**src/rtl/pport_ctrl.sv**
```systemverilog
module pport_ctrl #(
  parameter int DW = 8,
  parameter int CW = 6,
  parameter int AW = 3
) (
  input  logic          clk,
  input  logic          rst_n,
  input  logic          cs,
  input  logic          io_sel,
  input  logic          rd,
  input  logic          wr,
  input  logic [AW-1:0] addr,
  input  logic [7:0]    wdata,
  output logic [7:0]    rdata,
  input  logic          tmr_flag,
  output logic [1:0]    tmr_cmd,
  input  logic [DW-1:0] pa_in,
  output logic [DW-1:0] pa_out,
  output logic [DW-1:0] pa_oe,
  input  logic [DW-1:0] pb_in,
  output logic [DW-1:0] pb_out,
  output logic [DW-1:0] pb_oe,
  input  logic [CW-1:0] pc_in,
  output logic [CW-1:0] pc_out,
  output logic [CW-1:0] pc_oe
);
  localparam logic [AW-1:0] OFS_CS = AW'(0);
  localparam logic [AW-1:0] OFS_PA = AW'(1);
  localparam logic [AW-1:0] OFS_PB = AW'(2);
  localparam logic [AW-1:0] OFS_PC = AW'(3);

  logic [7:0]    cmd;
  logic [CW-1:0] pc_r;

  wire acc   = cs & io_sel;
  wire wr_en = acc & wr;
  wire rd_en = acc & rd;

  wire [1:0] pmode = cmd[3:2];
  wire [1:0] dir   = cmd[1:0];
  wire [1:0] ie    = cmd[5:4];
  wire [1:0] hs_en = {pmode == 2'b10, pmode == 2'b01 || pmode == 2'b10};
  wire [1:0] stb   = {pc_in[5], pc_in[2]};

  wire [1:0][DW-1:0] pin     = {pb_in, pa_in};
  wire [1:0]         port_wr = {wr_en && addr == OFS_PB, wr_en && addr == OFS_PA};
  wire [1:0]         port_rd = {rd_en && addr == OFS_PB, rd_en && addr == OFS_PA};

  logic [1:0][DW-1:0] oreg, prd;
  logic [1:0]         bf, irq;

  always_ff @(posedge clk) begin
    if (!rst_n) begin
      cmd  <= '0;
      pc_r <= '0;
    end else if (wr_en) begin
      if (addr == OFS_CS) cmd  <= wdata;
      if (addr == OFS_PC) pc_r <= wdata[CW-1:0];
    end
  end

  for (genvar g = 0; g < 2; g++) begin : g_port
    logic          stb_q, bf_r, irq_r;
    logic [DW-1:0] lat, outr;
    wire rise = !stb_q && stb[g];

    always_ff @(posedge clk) begin
      if (!rst_n) begin
        stb_q <= 1'b1;
        bf_r  <= 1'b0;
        irq_r <= 1'b0;
        lat   <= '0;
        outr  <= '0;
      end else begin
        stb_q <= stb[g];
        if (port_wr[g]) outr <= wdata[DW-1:0];
        if (!hs_en[g]) begin
          bf_r  <= 1'b0;
          irq_r <= 1'b0;
        end else if (dir[g]) begin
          if (port_wr[g]) begin
            bf_r  <= 1'b1;
            irq_r <= 1'b0;
          end else begin
            if (!stb[g]) bf_r <= 1'b0;
            if (rise && ie[g]) irq_r <= 1'b1;
          end
        end else begin
          if (!stb[g]) begin
            lat  <= pin[g];
            bf_r <= 1'b1;
          end else if (port_rd[g]) begin
            bf_r <= 1'b0;
          end
          if (rise && ie[g]) irq_r <= 1'b1;
          else if (port_rd[g]) irq_r <= 1'b0;
        end
        if (!ie[g]) irq_r <= 1'b0;
      end
    end

    assign bf[g]   = bf_r;
    assign irq[g]  = irq_r;
    assign oreg[g] = outr;
    assign prd[g]  = dir[g] ? outr : (hs_en[g] ? lat : pin[g]);
  end

  assign pa_out  = oreg[0];
  assign pb_out  = oreg[1];
  assign pa_oe   = {DW{dir[0]}};
  assign pb_oe   = {DW{dir[1]}};
  assign tmr_cmd = cmd[7:6];

  always_comb begin
    case (pmode)
      2'b00: begin pc_oe = '0;         pc_out = pc_r; end
      2'b11: begin pc_oe = '1;         pc_out = pc_r; end
      2'b01: begin pc_oe = 6'b111011;  pc_out = {pc_r[5:3], 1'b0, bf[0], irq[0]}; end
      default: begin pc_oe = 6'b011011; pc_out = {1'b0, bf[1], irq[1], 1'b0, bf[0], irq[0]}; end
    endcase
  end

  wire [7:0] status = {1'b0, tmr_flag, ie[1], bf[1], irq[1], ie[0], bf[0], irq[0]};
  wire [CW-1:0] pc_rd = (pc_in & ~pc_oe) | (pc_out & pc_oe);

  always_comb begin
    rdata = '0;
    if (rd_en) begin
      case (addr)
        OFS_CS:  rdata = status;
        OFS_PA:  rdata = prd[0];
        OFS_PB:  rdata = prd[1];
        OFS_PC:  rdata = {{(8-CW){1'b0}}, pc_rd};
        default: rdata = '0;
      endcase
    end
  end
endmodule

```
**config.mk**
```make
export PLATFORM = sky130hd
export DESIGN_NAME = pport_ctrl
export DESIGN_NICKNAME = d
export VERILOG_FILES = /design/src/rtl/pport_ctrl.sv
export SDC_FILE = /design/constraint.sdc
export NUM_CORES = 1
export LEC_CHECK = 0
export BUFFER_PORTS_ARGS = -buffer_cell sky130_fd_sc_hd__buf_2
export CORE_MARGIN = 3
export CORE_UTILIZATION = 55
export CTS_CLUSTER_DIAMETER = 100
export CTS_CLUSTER_SIZE = 20
export DETAILED_ROUTE_END_ITERATION = 7
export PLACE_DENSITY = 0.85
export SETUP_SLACK_MARGIN = 0.4
export SLEW_MARGIN = 0
export SYNTH_ARGS = -nofsm -noshare
export SYNTH_HDL_FRONTEND = slang
export SYNTH_SLANG_ARGS = --single-unit
```
**constraint.sdc**
```tcl
create_clock -name clk -period 3.9 [get_ports clk]
set_clock_uncertainty 0.05 [all_clocks]
set_input_delay 0 -clock clk [delete_from_list [all_inputs] [get_ports clk]]
set_output_delay 0 -clock clk [all_outputs]
set_load 0.01 [all_outputs]
```
-- Word level (Yosys, flattened, before mapping)
Cells that the tools add are included.
- output and inout port bits: 54
- ROM bits: 0
- bits in writable memories: 0
- logic and storage cells: 89
- memories kept: 0
- bits in latches: 0
- register bits after elaboration: 52
- reductions and logical operators: 28
- $lt $le $gt $ge: 0
- shift-type cells: 0
- add/subtract/negate cells: 0
- multiply operators: 0
- mux-type cells: 26
- bitwise logic cells: 11
- eq/ne operators: 12
- divide/modulo/power cells: 0
- operator list (cell ; number):
    $mux W8 ; 5
    $pmux W8 S4 ; 1
    $mux W1 ; 18
    $pmux W6 S3 ; 1
    $reduce_and A2 Y1 ; 8
    $and A6 B6 Y6 ; 2
    $ne A3 B1 Y1 const B ; 4
    $pmux W6 S2 ; 1
    $reduce_and A3 Y1 ; 4
    $logic_and A1 B1 Y1 ; 8
    $eq A3 B2 Y1 const B ; 2
    $ne A3 B2 Y1 const B ; 2
    $not A6 Y6 ; 1
    $or A6 B6 Y6 ; 1
    $reduce_bool A3 Y1 ; 2
    $eq A2 B2 Y1 const B ; 2
    $not A1 Y1 ; 4
    $and A1 B1 Y1 ; 3
    $eq A3 B1 Y1 const B ; 1
    $logic_not A3 Y1 ; 1
    $eq A2 B1 Y1 const B ; 1
    $logic_not A1 Y1 ; 2
    $logic_not A2 Y1 ; 1
    $reduce_or A2 Y1 ; 1
    $logic_or A1 B1 Y1 ; 1

-- Depth between registers and ports, before layout
Gate-level depths: netlist of run 1.
- depth after elaboration: 7
- depth in mapped cells: 8
- depth with buffers taken out: 6

-- Worst setup path before layout of run 1
Ideal clock, no wire load.
- kind: reg-to-output
- start: reg cmd[2]
- end: out rdata[5]
- slack: 2.123 ns
- stages on the path, launching flop included: 8
- path buffers: 2
- arrival time: 1.727 ns
- required time: 3.850 ns
- cells stage by stage: dfxtp_1 > inv_1 > ha_1 > buf_2 > buf_2 > nor3b_1 > nand3_1 > a31oi_1
- cells in the longest elaborated chain, start to end: 7
- elaborated cells on any way between the ends: 18
- classes of those cells: eq/ne (3); mux (8); bitwise (4); reduce/logical (3)
- ends and longest elaborated chain (element ; line ; RTL):
    start, declared ; 32 ; logic [7:0] cmd;
    start signal, assigned ; 57 ; if (addr == OFS_CS) cmd <= wdata;
    $eq A2 B2 Y1 or $logic_not A2 Y1 (tied branches) ; 115 ; case (pmode)
    $reduce_or A2 Y1 (no line) ; n/a ;
    $pmux W6 S2 * ; 115 ;
    via pc_out[5] ; 24 ; output logic [CW-1:0] pc_out,
    $and A6 B6 Y6 * ; 124 ; wire [CW-1:0] pc_rd = (pc_in & ~pc_oe) | (pc_out & pc_oe);
    $or A6 B6 Y6 * ; 124 ;
    $pmux W8 S4 * ; 129 ; case (addr)
    $mux W8 * ; 128 ; if (rd_en) begin
    end, declared ; 14 ; output logic [7:0] rdata,
The timed path passes the listed nets; every way through them passes the cells marked *.

-- Worst setup path in the final report of run 1
- start: reg cmd[2]
- end: out rdata[3]
- cells in the longest elaborated chain, start to end: 7
- elaborated cells on any way between the ends: 18
- classes of those cells: eq/ne (3); mux (8); bitwise (4); reduce/logical (3)
- ends and longest elaborated chain (element ; line):
    $eq A2 B2 Y1, or another cell as far along ; 115
    $reduce_or A2 Y1 (no line) or $pmux W6 S3 (tied branches) ; n/a
    $pmux W6 S2 or $not A6 Y6 (tied branches) ; 115, 124
    $and A6 B6 Y6 ; 124
    $or A6 B6 Y6 ; 124
    $pmux W8 S4 * ; 129
    $mux W8 * ; 128
Mark *: on every way between the ends. The rest lies on a longest branch, timed or not.

==> impl_summary.log, run 1 <==
[metrics] number of detailed-routing iterations run before antenna repair: 5
[metrics] fraction of the mapped netlist area in simple logic gates: 0.209
[metrics] worst reg2reg setup slack: 1.78 ns
[metrics] crit path kind: flop to output port
[metrics] Final setup violation count: 0
[metrics] run status: finished, final reports clean
[metrics] area of the mapped netlist: 3000 um^2
[metrics] GRT Util Overall: 0.254
[metrics] dominant combinational cell family by area after synthesis: simple AND/OR/NAND/NOR gates
[metrics] wire length of the first global-routing pass: 12.9 mm
[metrics] ranking of synthesized cells by area: dfxtp_1, mux2i_1, nor2b_1, buf_4, o21ai_0
[metrics] placement-stage cell area: 3320 um^2
[metrics] Reg2Reg Depth: 6
[metrics] number of global-route vias before repair: 2,672
[metrics] final HPWL from detailed placement: 5.60 mm
[metrics] arrival time worst endpoint: between 2 and 2.5 ns
[metrics] wire length per cell after detailed routing: about 16 um
[metrics] static leakage: between 0.001 and 0.0015 uW
[metrics] fraction of synthesized cell area in xor and xnor cells: 0
[metrics] multi-input logic area: 1690 um^2
[metrics] cells traversed along the worst timing path: inv_1 -> ha_1 -> nor2b_1 -> o21ai_0 -> o21bai_1 -> a31oi_1 -> buf_2
[metrics] number of buffers inserted by hold repair at cts: 25
[metrics] launch instance of the worst min-delay path: pa_in[5]
[metrics] multiplexer share of the synthesized area: 0.193
[metrics] shortest clock period the worst path allows after layout: 2.54 ns
[metrics] YS warnings: 0
[metrics] Reg clk slew, reported paths: 0.09 ns
[metrics] Yosys top cell by area: dfxtp_1
[metrics] total power density per cell area: 277 nW/um^2
[metrics] total count of hold-check failures in the final report: 0
[metrics] Clk Tree Root Cell: clkbuf_8
[metrics] adder-cell share of the synthesized area: 0.0208
[metrics] DRC violation count after routing: 0
[metrics] portion of synthesized cell area occupied by the leading cell type: 0.347
[metrics] fraction of final layout cells sized beyond drive strength 1: 0.261
[metrics] number of different library cells in the post-synthesis netlist: 42
[metrics] clock buffers created by TritonCTS: 5
[metrics] Setup Buffers After CTS: 0
[metrics] gr ovfl total: 0
[metrics] H-tree depth: 2
[metrics] critical register-to-register path endpoint: g_port[0].lat[3]$_SDFFE_PN0P_
[metrics] slowest cell on the critical path: ha_1
[metrics] Placeable Area: 5200 um^2
[metrics] clock sink total: 52
[metrics] number of rows created at floorplan: 26
[metrics] detailed-route vias per instance: between 5 and 6
[metrics] vias after detailed routing: roughly 2,700
[metrics] weighted congestion at the end of routability-driven global placement: about 0.9
[metrics] final net count: between 400 and 500
[metrics] die height: 79.9 um
[metrics] compound-cell area share of the yosys netlist: 0.136
[metrics] Area Growth Syn to Fin: 22.4%
[metrics] synthesized net count: 379
[metrics] CP Capture Type: output port
[metrics] max-slew violation count: 0
[metrics] type of the worst min-delay path: input port to flop
[metrics] post-CTS sizing: 0
[metrics] Port Buffer Count: 93
[metrics] die boundary width: about 80 um
[metrics] maximum resistive drop on vdd: 0.000307 V
[metrics] synthesized instance count: 334
[metrics] initial antenna violation count: 0
[metrics] TritonCTS clock tree: yes
[metrics] setup TNS: 0 ns
[metrics] Worst Hold Path EP: g_port[0].lat[5]$_SDFFE_PN0P_
[metrics] antenna diode count: 0
[metrics] Detail Route Antenna Nets: 0
[metrics] Data required, critical path: between 3 and 4 ns
[metrics] Fmax: ~390 MHz
[metrics] FF-to-FF Start: cmd[2]$_SDFFE_PN0P_
[metrics] setup repair after global routing missed its margin: no
[metrics] Max Buffers Root-to-Sink: 2
[metrics] Mapped Avg Cell Area: roughly 9.0 um^2
[metrics] pin count of the biggest net entering global routing: 53
[metrics] area used by sequential logic in the layout: about 1000 um^2
[metrics] Final Util: 0.706
[metrics] total I/O pin count: 94
[metrics] Seq/Total Area, Yosys: 0.347
[metrics] hold-critical path depth: 3
[metrics] delay contributed by the slowest stage of the critical path: 0.64 ns
[metrics] Final Instance Area: 3680 um^2
[metrics] type of origin of the critical path: flop
[metrics] Period Utilization, post-route: 0.651
[metrics] number of storage elements in the synthesis netlist: 52
[metrics] starting density of the core: 0.577
[metrics] Slew @ Worst Pin: 0.954 ns
[metrics] fillers: roughly 400
[metrics] DIE AREA: 6380 um^2
[metrics] max-cap viol count: 0
[metrics] Rel. slew slack: 0.359
[metrics] Worst-Skew Late Latency: 0.31 ns
[metrics] first-iteration detailed-routing DRC count: ~190
[metrics] biggest fanout along the worst timing path: 13
[metrics] Detailed Route WL: just under 8 mm
critical path: cells and delay by family, from the launching register on:
| kind | cells | cell delay, ns |
|---|---|---|
| simple gates | 1 | 0.27 |
| fa+ha+maj | 1 | 0.64 |
| compound gates | 3 | 0.58 |
| buf+inv | 2 | 0.26 |
| flops | 1 | 0.44 |
logic make-up after synthesis:
family	Yosys count
adder cells (fa/ha/maj)	5
AO/OA/AOI/OAI	64
multiplexers	58
buffers and inverters	46
flip-flops	52
AND/OR/NAND/NOR	109
synthesized netlist by cell type (all sizes together):
library cell,instances
nor4,1
nor3b,4
a31oi,4
a21boi,6
a211oi,2
and2,2
nand3,5
inv,4
a2bb2oi,1
nand4b,1
o21ai,28
a22oi,8
and4,1
dfxtp,52
mux2i,58
a221oi,2
o21bai,2
nand2,32
and3,2
and3b,1
nand3b,1
nor2b,42
nor4b,1
nand2b,9
a32oi,1
clkbuf,10
o221ai,2
a22o,2
a21oi,6
nor3,1
or2,1
ha,5
buf,32
nor2,5
per-stage QoR:
step | total power (uW) | hold WS (ns) | setup WS, ns | instances
detailed placement | 647 | 0.234 | 1.80 | 458
CTS | 1020 | 0.00510 | 1.42 | 491
floorplan | 606 | 0.0230 | 2.12 | 334
global placement | 646 | 0.225 | 1.85 | 458
global route | 1050 | 0.0219 | 1.18 | 491
finish | 1020 | 0.00679 | 1.36 | 491
placed cells by master (no fill, tap or decap), types with 2 or more instances in the layout:
cell type / count
nand2b_1: 9
nand2_1: 32
a31oi_1: 4
nor2b_1: 42
buf_2: 93
a22o_1: 2
o221ai_1: 2
a21oi_1: 5
dlygate4sd3_1: 25
a22oi_1: 8
a21boi_0: 6
inv_1: 4
nand3_1: 4
clkbuf_8: 5
a221oi_1: 2
buf_4: 3
nor3b_1: 3
mux2i_1: 58
nor2_1: 5
o21ai_0: 28
ha_1: 5
and3_1: 2
dfxtp_1: 52
o21bai_1: 2
state kept, by name (all words and copies together) (netlist names):
name          flops
g_port.bf_r       2
cmd               8
g_port.lat       16
g_port.irq_r      2
pa_out            8
g_port.stb_q      2
pc_r              6
pb_out            8
power by group:
| group | switching, uW | internal, uW |
|---|---|---|
| sequential | 3.22 | 534 |
| combinational | 58.9 | 59.4 |
| clock | 171 | 191 |
worst max path at each step:
stage	startpoint	endpoint	slack, ns
CTS	cmd[2]$_SDFFE_PN0P_	rdata[5]	1.42
global placement	cmd[2]$_SDFFE_PN0P_	rdata[3]	1.85
global route	cmd[2]$_SDFFE_PN0P_	rdata[5]	1.18
floorplan	cmd[2]$_SDFFE_PN0P_	rdata[5]	2.12
detailed placement	cmd[2]$_SDFFE_PN0P_	rdata[3]	1.80
finish	cmd[2]$_SDFFE_PN0P_	rdata[3]	1.36
per-layer routing:
metal	up-vias	routed length, um	global-route usage
li1	1311	-	-
met1	1262	3250	0.315
met2	125	3790	0.434
met3	21	671	0.0564
met4	0	150	0.0811
met5	-	0	0
cell type report:
class,count,share of cell area
Tap cell,70,0.0238
Timing Repair Buffer,121,0.201
Sequential cell,52,0.283
Clock inverter,2,0.00953
Inverter,4,0.00408
Clock buffer,6,0.0197
Multi-Input combinational cell,236,0.459
Note: power is estimated with default switching activity, not from simulation.
==> inputs of run 2 (changes only) <==
--- a/config.mk
+++ b/config.mk
@@ -7,11 +7,11 @@
 export LEC_CHECK = 0
 export BUFFER_PORTS_ARGS = -buffer_cell sky130_fd_sc_hd__buf_2
 export CORE_MARGIN = 3
-export CORE_UTILIZATION = 55
+export CORE_UTILIZATION = 51
 export CTS_CLUSTER_DIAMETER = 100
 export CTS_CLUSTER_SIZE = 20
 export DETAILED_ROUTE_END_ITERATION = 7
-export PLACE_DENSITY = 0.85
+export PLACE_DENSITY = 0.8
 export SETUP_SLACK_MARGIN = 0.4
 export SLEW_MARGIN = 0
 export SYNTH_ARGS = -nofsm -noshare
==> constraint.sdc (replaced) <==
create_clock -name clk -period 2.65 [get_ports clk]
set_clock_uncertainty 0.05 [all_clocks]
set_input_delay 0 -clock clk [delete_from_list [all_inputs] [get_ports clk]]
set_output_delay 0 -clock clk [all_outputs]
set_load 0.01 [all_outputs]
==> run 2 against run 1 <==
Net effect: non-clock buffer count grew 9; critical endpoint is now rdata[1]; via count fell by 2.1%; sequential power rose by 47%; critical path type unchanged; first-iteration DRC count decreased by 14%; critical path depth up 1; routed wire length hardly changed; final cell count up 2.0%; cell area increased by 2.6%; register-to-register slack got worse by 0.98 ns; combinational power increased by 52%; hold slack better by 0.17 ns.
==> impl_summary.log, run 2 (synthesis results as in run 1) <==
[metrics] run status: finished, final reports clean
[metrics] starting density of the core: 0.536 (-0.0415)
[metrics] fraction of final layout cells sized beyond drive strength 1: 0.287 (+0.0254)
[metrics] number of global-route vias before repair: 2,470 (-7.6%)
[metrics] die boundary width: 82.8 um (+3.6%)
[metrics] launch instance of the worst min-delay path: rst_n
[metrics] total power density per cell area: 386 nW/um^2 (+39%)
[metrics] cells traversed along the worst timing path: inv_1 -> ha_4 -> clkbuf_4 -> mux2i_1 -> o21ai_0 -> a22oi_1 -> o221ai_1 -> buf_2
[metrics] weighted congestion at the end of routability-driven global placement: 0.877 (-2.7%)
[metrics] type of the worst min-delay path: input port to flop
[metrics] clock buffers created by TritonCTS: 5 (unchanged)
[metrics] PnR Total Power: 1460 uW (+43%)
[metrics] static leakage: 0.00146 uW (+3.3%)
[metrics] Detail Route Antenna Nets: 0 (unchanged)
[metrics] Port Buffer Count: 93 (unchanged)
[metrics] flip-flop count of the largest register after layout: 16 (unchanged)
[metrics] worst setup slack after placement: 0.505 ns (-1.30 ns)
[metrics] Data required, critical path: 2.60 ns (-1.25 ns)
[metrics] logic gate share of total power: 0.123 (+0.007)
[metrics] gr ovfl total: 0 (unchanged)
[metrics] FF-to-FF Start: cmd[2]$_SDFFE_PN0P_
[metrics] GRT Util Overall: 0.230 (-0.0239)
[metrics] pin count of the biggest net entering global routing: 53 (unchanged)
[metrics] biggest fanout along the worst timing path: 6 (-7)
[metrics] slowest cell on the critical path: dfxtp_4
[metrics] DRC violation count after routing: 0 (unchanged)
[metrics] type of origin of the critical path: flop
[metrics] tightest hold margin: 0.181 ns (+0.174 ns)
[metrics] Psw: 345 uW (+48%)
[metrics] clock sink total: 52 (unchanged)
[metrics] Buffers & Inverters on Critical Path: 3 (+1)
[metrics] setup repair after global routing missed its margin: no
[metrics] Placeable Area: 5610 um^2 (+7.7%)
[metrics] register name with the most flops: g_port.lat
[metrics] Rel. slew slack: 0.420 (+0.0609)
[metrics] highest metal layer used by the detailed router: met4
[metrics] crit path kind: flop to output port
[metrics] wire length of the first global-routing pass: 11.9 mm (-7.8%)
[metrics] initial antenna violation count: 0 (unchanged)
[metrics] Clk Tree Root Cell: clkbuf_8
[metrics] max-slew violation count: 0 (unchanged)
[metrics] Slew @ Worst Pin: 0.864 ns (-0.0906 ns)
[metrics] met2 routed WL: 3.87 mm (+2.2%)
[metrics] setup slack of the critical path after layout: 0.514 ns (-0.846 ns)
[metrics] total I/O pin count: 94 (unchanged)
[metrics] arrival time worst endpoint: 2.09 ns (-0.40 ns)
[metrics] gate family responsible for the most delay along the worst path: buffers and inverters
[metrics] internal power summed over all cells: 1110 uW (+41%)
[metrics] total count of hold-check failures in the final report: 0 (unchanged)
[metrics] Max Buffers Root-to-Sink: 2 (unchanged)
[metrics] detailed-route vias per instance: 5.32 (-4.0%)
[metrics] setup TNS: 0 ns (unchanged)
[metrics] TritonCTS clock tree: yes
[metrics] net switching share of the total power: 0.237 (+0.00813)
[metrics] number of detailed-routing iterations run before antenna repair: 4 (-1)
[metrics] Worst-Skew Late Latency: 0.31 ns (about the same)
[metrics] CP Capture Type: output port
[metrics] Fmax: approximately 470 MHz
[metrics] max-cap viol count: 0 (unchanged)
[metrics] proportion of power drawn by the clock network: 0.335 (-0.020)
[metrics] final net count: 474 (+1.9%)
[metrics] number of rows created at floorplan: 27 (+3.8%)
[metrics] H-tree depth: 2 (unchanged)
[metrics] DIE AREA: 6850 um^2 (+7.2%)
[metrics] Final Util: 0.673 (-0.0336)
[metrics] Area Growth Syn to Fin: 25.6%
[metrics] final HPWL from detailed placement: 5.54 mm (-1.1%)
[metrics] commonest cells after routing, fill and taps aside: buf_2, mux2i_1, dfxtp_1
[metrics] Detailed Route WL: 7.87 mm (about the same)
[metrics] antenna diode count: 0 (unchanged)
[metrics] sequential cell fraction of total power: 0.542 (+0.014)
[metrics] vias after detailed routing: 2,663 (-2.1%)
[metrics] shortest clock period the worst path allows after layout: 2.14 ns
[metrics] Final setup violation count: 0 (unchanged)
[metrics] maximum resistive drop on vdd: 0.000295 V (-4.1%)
[metrics] Period Utilization, post-route: 0.806
[metrics] sum of routed wire segments on met1: 3.37 mm (+3.5%)
[metrics] routed wl met3: 502 um (-25%)
[metrics] first-iteration detailed-routing DRC count: 166 (-14%)
[metrics] most common cell after layout, fill and taps aside: buf_2
[metrics] Reg clk slew, reported paths: 0.09 ns (about the same)
[metrics] wire length per cell after detailed routing: 15.7 um (-1.9%)
[metrics] die height: 82.8 um (+3.6%)
[metrics] critical path launch point: cmd[2]$_SDFFE_PN0P_
[metrics] delay contributed by the slowest stage of the critical path: 0.38 ns (-0.26 ns)
[run 2: changes by cell type in the layout (fill, tap and decap cells not counted), sizes merged]
cell / change
clkinv: -1
dlygate4sd3: +1
clkbuf: +2
buf: +7
bufinv: -1
[run 2: metrics by stage]
stage               cells  area (um^2)
floorplan             334         3000
global placement      463         3340
detailed placement    463         3340
CTS                   496         3720
global route          501         3770
finish                501         3770
[run 2: path summary, 6_finish.rpt]
kind                            cells after the start  slack (ns)                       endpoint
worst max-delay path                                8        0.51                       rdata[1]
worst max register to register                      7        0.80  g_port[0].lat[2]$_SDFFE_PN0P_
worst min register to register                      2        0.44           pc_r[4]$_SDFFE_PN0P_
worst min-delay path                                2        0.18     g_port[1].stb_q$_SDFF_PN1_
[run 2: metal layers]
metal,global-route usage,vias up
li1,-,1329
met1,0.289,1237
met2,0.408,85
met3,0.0325,12
met4,0.0654,0
met5,0,-
[run 2: power groups by stage]
stage | clock (uW) | sequential, uW | combinational (uW)
floorplan | 0 | 809 | 83.9
global placement | 0 | 809 | 142
detailed placement | 0 | 809 | 145
CTS | 495 | 791 | 175
global route | 521 | 790 | 193
finish | 488 | 789 | 179
[run 2: cell type report]
class                           count  area [um^2]
Multi-Input combinational cell    236         1720
Sequential cell                    52         1050
Timing Repair Buffer              130          808
Inverter                            4         15.0
Fill cell                         465         1830
Tap cell                           72         90.1
Clock buffer                        7         96.3
[run 2: timing repair]
| action | 4_1_cts | 5_1_grt |
|---|---|---|
| setup buffers | 0 | 5 |
| hold buffers | 26 | 0 |
| hold endpoints to repair | 46 | 0 |
| gates resized for setup | 3 | 7 |
| setup endpoints to repair | 8 | 7 |
| pin swaps | 0 | 3 |
==> inputs of run 3 (changes only) <==
--- a/config.mk
+++ b/config.mk
@@ -7,11 +7,11 @@
 export LEC_CHECK = 0
 export BUFFER_PORTS_ARGS = -buffer_cell sky130_fd_sc_hd__buf_2
 export CORE_MARGIN = 3
-export CORE_UTILIZATION = 51
+export CORE_UTILIZATION = 46
 export CTS_CLUSTER_DIAMETER = 100
 export CTS_CLUSTER_SIZE = 20
 export DETAILED_ROUTE_END_ITERATION = 7
-export PLACE_DENSITY = 0.8
+export PLACE_DENSITY = 0.76
 export SETUP_SLACK_MARGIN = 0.4
 export SLEW_MARGIN = 0
 export SYNTH_ARGS = -nofsm -noshare
==> constraint.sdc (replaced) <==
create_clock -name clk -period 1.75 [get_ports clk]
set_clock_uncertainty 0.05 [all_clocks]
set_input_delay 0 -clock clk [delete_from_list [all_inputs] [get_ports clk]]
set_output_delay 0 -clock clk [all_outputs]
set_load 0.01 [all_outputs]
==> run 3 against run 2 <==
Net effect: largest power group unchanged; non-clock buffer count rose by 19; sequential share of layout area fell by 2.3 points; routed wire length is 8.2% higher; combinational power is 70% higher; via count rose by 5.1%; the flow now finishes with violations (setup timing); worst setup slack worse by 0.75 ns; first-iteration DRC count fell by 31%; utilization grew 0.096 points; register-to-register slack got worse by 0.93 ns; critical path depth unchanged.
==> impl_summary.log, run 3 (synthesis results as in run 1) <==
[metrics] total count of hold-check failures in the final report: 0 (unchanged)
[metrics] first-iteration detailed-routing DRC count: 115 (-31%)
[metrics] wire length per cell after detailed routing: 16.3 um (+3.7%)
[metrics] Area Growth Syn to Fin: 37.5%
[metrics] highest metal layer used by the detailed router: met4
[metrics] max-slew violation count: 0 (unchanged)
[metrics] Final Instance Count excl. Fillers: 523 (+4.4%)
[metrics] initial antenna violation count: 0 (unchanged)
[metrics] TritonCTS clock tree: yes
[metrics] multi-input logic area: 1880 um^2 (+9.4%)
[metrics] clock buffers created by TritonCTS: 5 (unchanged)
[metrics] biggest fanout along the worst timing path: 5 (-1)
[metrics] clock sink total: 52 (unchanged)
[metrics] DRC violation count after routing: 0 (unchanged)
[metrics] Placed Cells incl. Taps: 474 (+2.4%)
[metrics] starting density of the core: 0.490 (-0.0457)
[metrics] delay contributed by the slowest stage of the critical path: 0.38 ns (about the same)
[metrics] Detail Route Antenna Nets: 0 (unchanged)
[metrics] critical path launch point: cmd[2]$_SDFFE_PN0P_
[metrics] number of detailed-routing iterations run before antenna repair: 4 (unchanged)
[metrics] number of rows created at floorplan: 28 (+3.7%)
[metrics] weighted congestion at the end of routability-driven global placement: 0.883 (+0.72%)
[metrics] type of origin of the critical path: flop
[metrics] violated checks: setup timing
[metrics] register name with the most flops: g_port.lat
[metrics] shortest clock period the worst path allows after layout: 1.99 ns
[metrics] max-cap viol count: 0 (unchanged)
[metrics] Clk Tree Root Cell: clkbuf_8
[metrics] vias after detailed routing: 2,799 (+5.1%)
[metrics] detailed-route vias per instance: 5.35 (+0.69%)
[metrics] tightest hold margin: 0.0305 ns (-0.151 ns)
[metrics] launch instance of the worst min-delay path: rst_n
[metrics] wire length of the first global-routing pass: 13.4 mm (+13%)
[metrics] total I/O pin count: 94 (unchanged)
[metrics] Reg clk slew, reported paths: 0.09 ns (about the same)
[metrics] fillers: 476 (+2.4%)
[metrics] sum of routed wire segments on met1: 3.73 mm (+11%)
[metrics] cells traversed along the worst timing path: inv_4 -> ha_4 -> buf_6 -> mux2i_1 -> o21ai_1 -> a22oi_1 -> o221ai_2 -> buf_2
[metrics] CP Capture Type: output port
[metrics] Fmax: 503 MHz
[metrics] FF-to-FF Start: cmd[2]$_SDFFE_PN0P_
[metrics] number of global-route vias before repair: 2,766 (+12%)
[metrics] pin count of the biggest net entering global routing: 26 (-51%)
[metrics] Placeable Area: 6130 um^2 (+9.3%)
[metrics] static leakage: 0.00159 uW (+9.2%)
[metrics] Detailed Route WL: 8.52 mm (+8.2%)
[metrics] maximum resistive drop on vdd: 0.000386 V (+31%)
[metrics] run status: complete, but fails checks
[metrics] gr ovfl total: 0 (unchanged)
[metrics] Period Utilization, post-route: 1.14
[metrics] DIE AREA: 7540 um^2 (+10%)
[metrics] Data required, critical path: 1.70 ns (-0.90 ns)
[metrics] Slew @ Worst Pin: 0.531 ns (-0.333 ns)
[metrics] GRT Util Overall: 0.225 (-0.00508)
[metrics] type of the worst min-delay path: input port to flop
[metrics] final net count: 493 (+4.0%)
[metrics] Worst-Skew Late Latency: 0.29 ns (-0.02 ns)
[metrics] flip-flop count of the largest register after layout: 16 (unchanged)
[metrics] setup slack of the critical path after layout: -0.238 ns (-0.752 ns)
[metrics] total power density per cell area: 518 nW/um^2 (+34%)
[metrics] antenna diode count: 0 (unchanged)
[metrics] Port Buffer Count: 93 (unchanged)
[metrics] slowest cell on the critical path: dfxtp_4
[metrics] Final setup violation count: 16 (+16)
[metrics] setup repair after global routing missed its margin: yes
[metrics] fraction of final layout cells sized beyond drive strength 1: 0.382 (+0.0950)
[metrics] most common cell after layout, fill and taps aside: buf_2
[metrics] arrival time worst endpoint: 1.94 ns (-0.15 ns)
[metrics] routed wl met3: 626 um (+25%)
[metrics] commonest cells after routing, fill and taps aside: buf_2, mux2i_1, dfxtp_1
[metrics] area used by sequential logic in the layout: 1050 um^2 (+0.48%)
[metrics] H-tree depth: 2 (unchanged)
[metrics] Max Buffers Root-to-Sink: 2 (unchanged)
[metrics] final HPWL from detailed placement: 6.12 mm (+10%)
[metrics] crit path kind: flop to output port
[metrics] setup TNS: -2.52 ns (-2.52 ns)
[metrics] die boundary width: 86.8 um (+4.9%)
[metrics] Final Util: 0.674 (+0.000964)
[metrics] Rel. slew slack: 0.646 (+0.226)
[metrics] met2 routed WL: 4.02 mm (+3.9%)
[metrics] die height: 86.8 um (+4.9%)
-- run 3: cell types whose count changed in the layout (fill, tap and decap cells not counted), sizes merged --
cell / previous run / this run
clkbuf: 8 / 6
clkinv: 0 / 1
buf: 103 / 123
-- run 3: report_power, final --
group | internal, uW | leakage, uW | switching, uW
clock | 273 | 0.0000410 | 371
combinational | 155 | 0.00113 | 149
sequential | 1190 | 0.000423 | 6.48
-- run 3: layout make-up --
cell class                      count  area share
Inverter                            4     0.00485
Sequential cell                    52       0.255
Clock buffer                        6      0.0176
Timing Repair Buffer              149       0.244
Multi-Input combinational cell    236       0.454
Clock inverter                      1     0.00121
Tap cell                           75      0.0227
-- run 3: through the flow --
step | instance area (um^2) | setup WS (ns) | power (uW)
floorplan | 3140 | 0.235 | 1360
global placement | 3520 | -0.0129 | 1460
detailed placement | 3520 | -0.0400 | 1460
CTS | 4080 | -0.237 | 2150
global route | 4130 | -0.324 | 2230
finish | 4130 | -0.238 | 2140
-- run 3: routing by layer --
metal | global-route usage | vias up
met5 | 0 | -
met1 | 0.296 | 1304
met2 | 0.372 | 109
met4 | 0.0666 | 0
met3 | 0.0437 | 15
li1 | - | 1371
-- run 3: final timing paths --
check | to | slack, ns | depth (start not counted)
min reg2reg | pc_r[1]$_SDFFE_PN0P_ | 0.43 | 2
min | g_port[0].stb_q$_SDFF_PN1_ | 0.03 | 2
max | rdata[1] | -0.24 | 8
max reg2reg | g_port[0].lat[5]$_SDFFE_PN0P_ | -0.13 | 9
-- run 3: worst max-delay path: cells and delay by family, from the launching register on --
family / cells / cell delay (ns)
multiplexers: 1 / 0.19
adder cells (fa/ha/maj): 1 / 0.31
AO/OA/AOI/OAI: 3 / 0.41
flip-flops: 1 / 0.38
buffers and inverters: 3 / 0.37
-- run 3: what timing repair did --
item,in CTS,in global routing
pin swaps,11,7
hold buffers,26,0
resized for setup,31,10
hold endpoints to repair,38,0
setup buffers,14,2
endpoints found under the setup margin,41,51
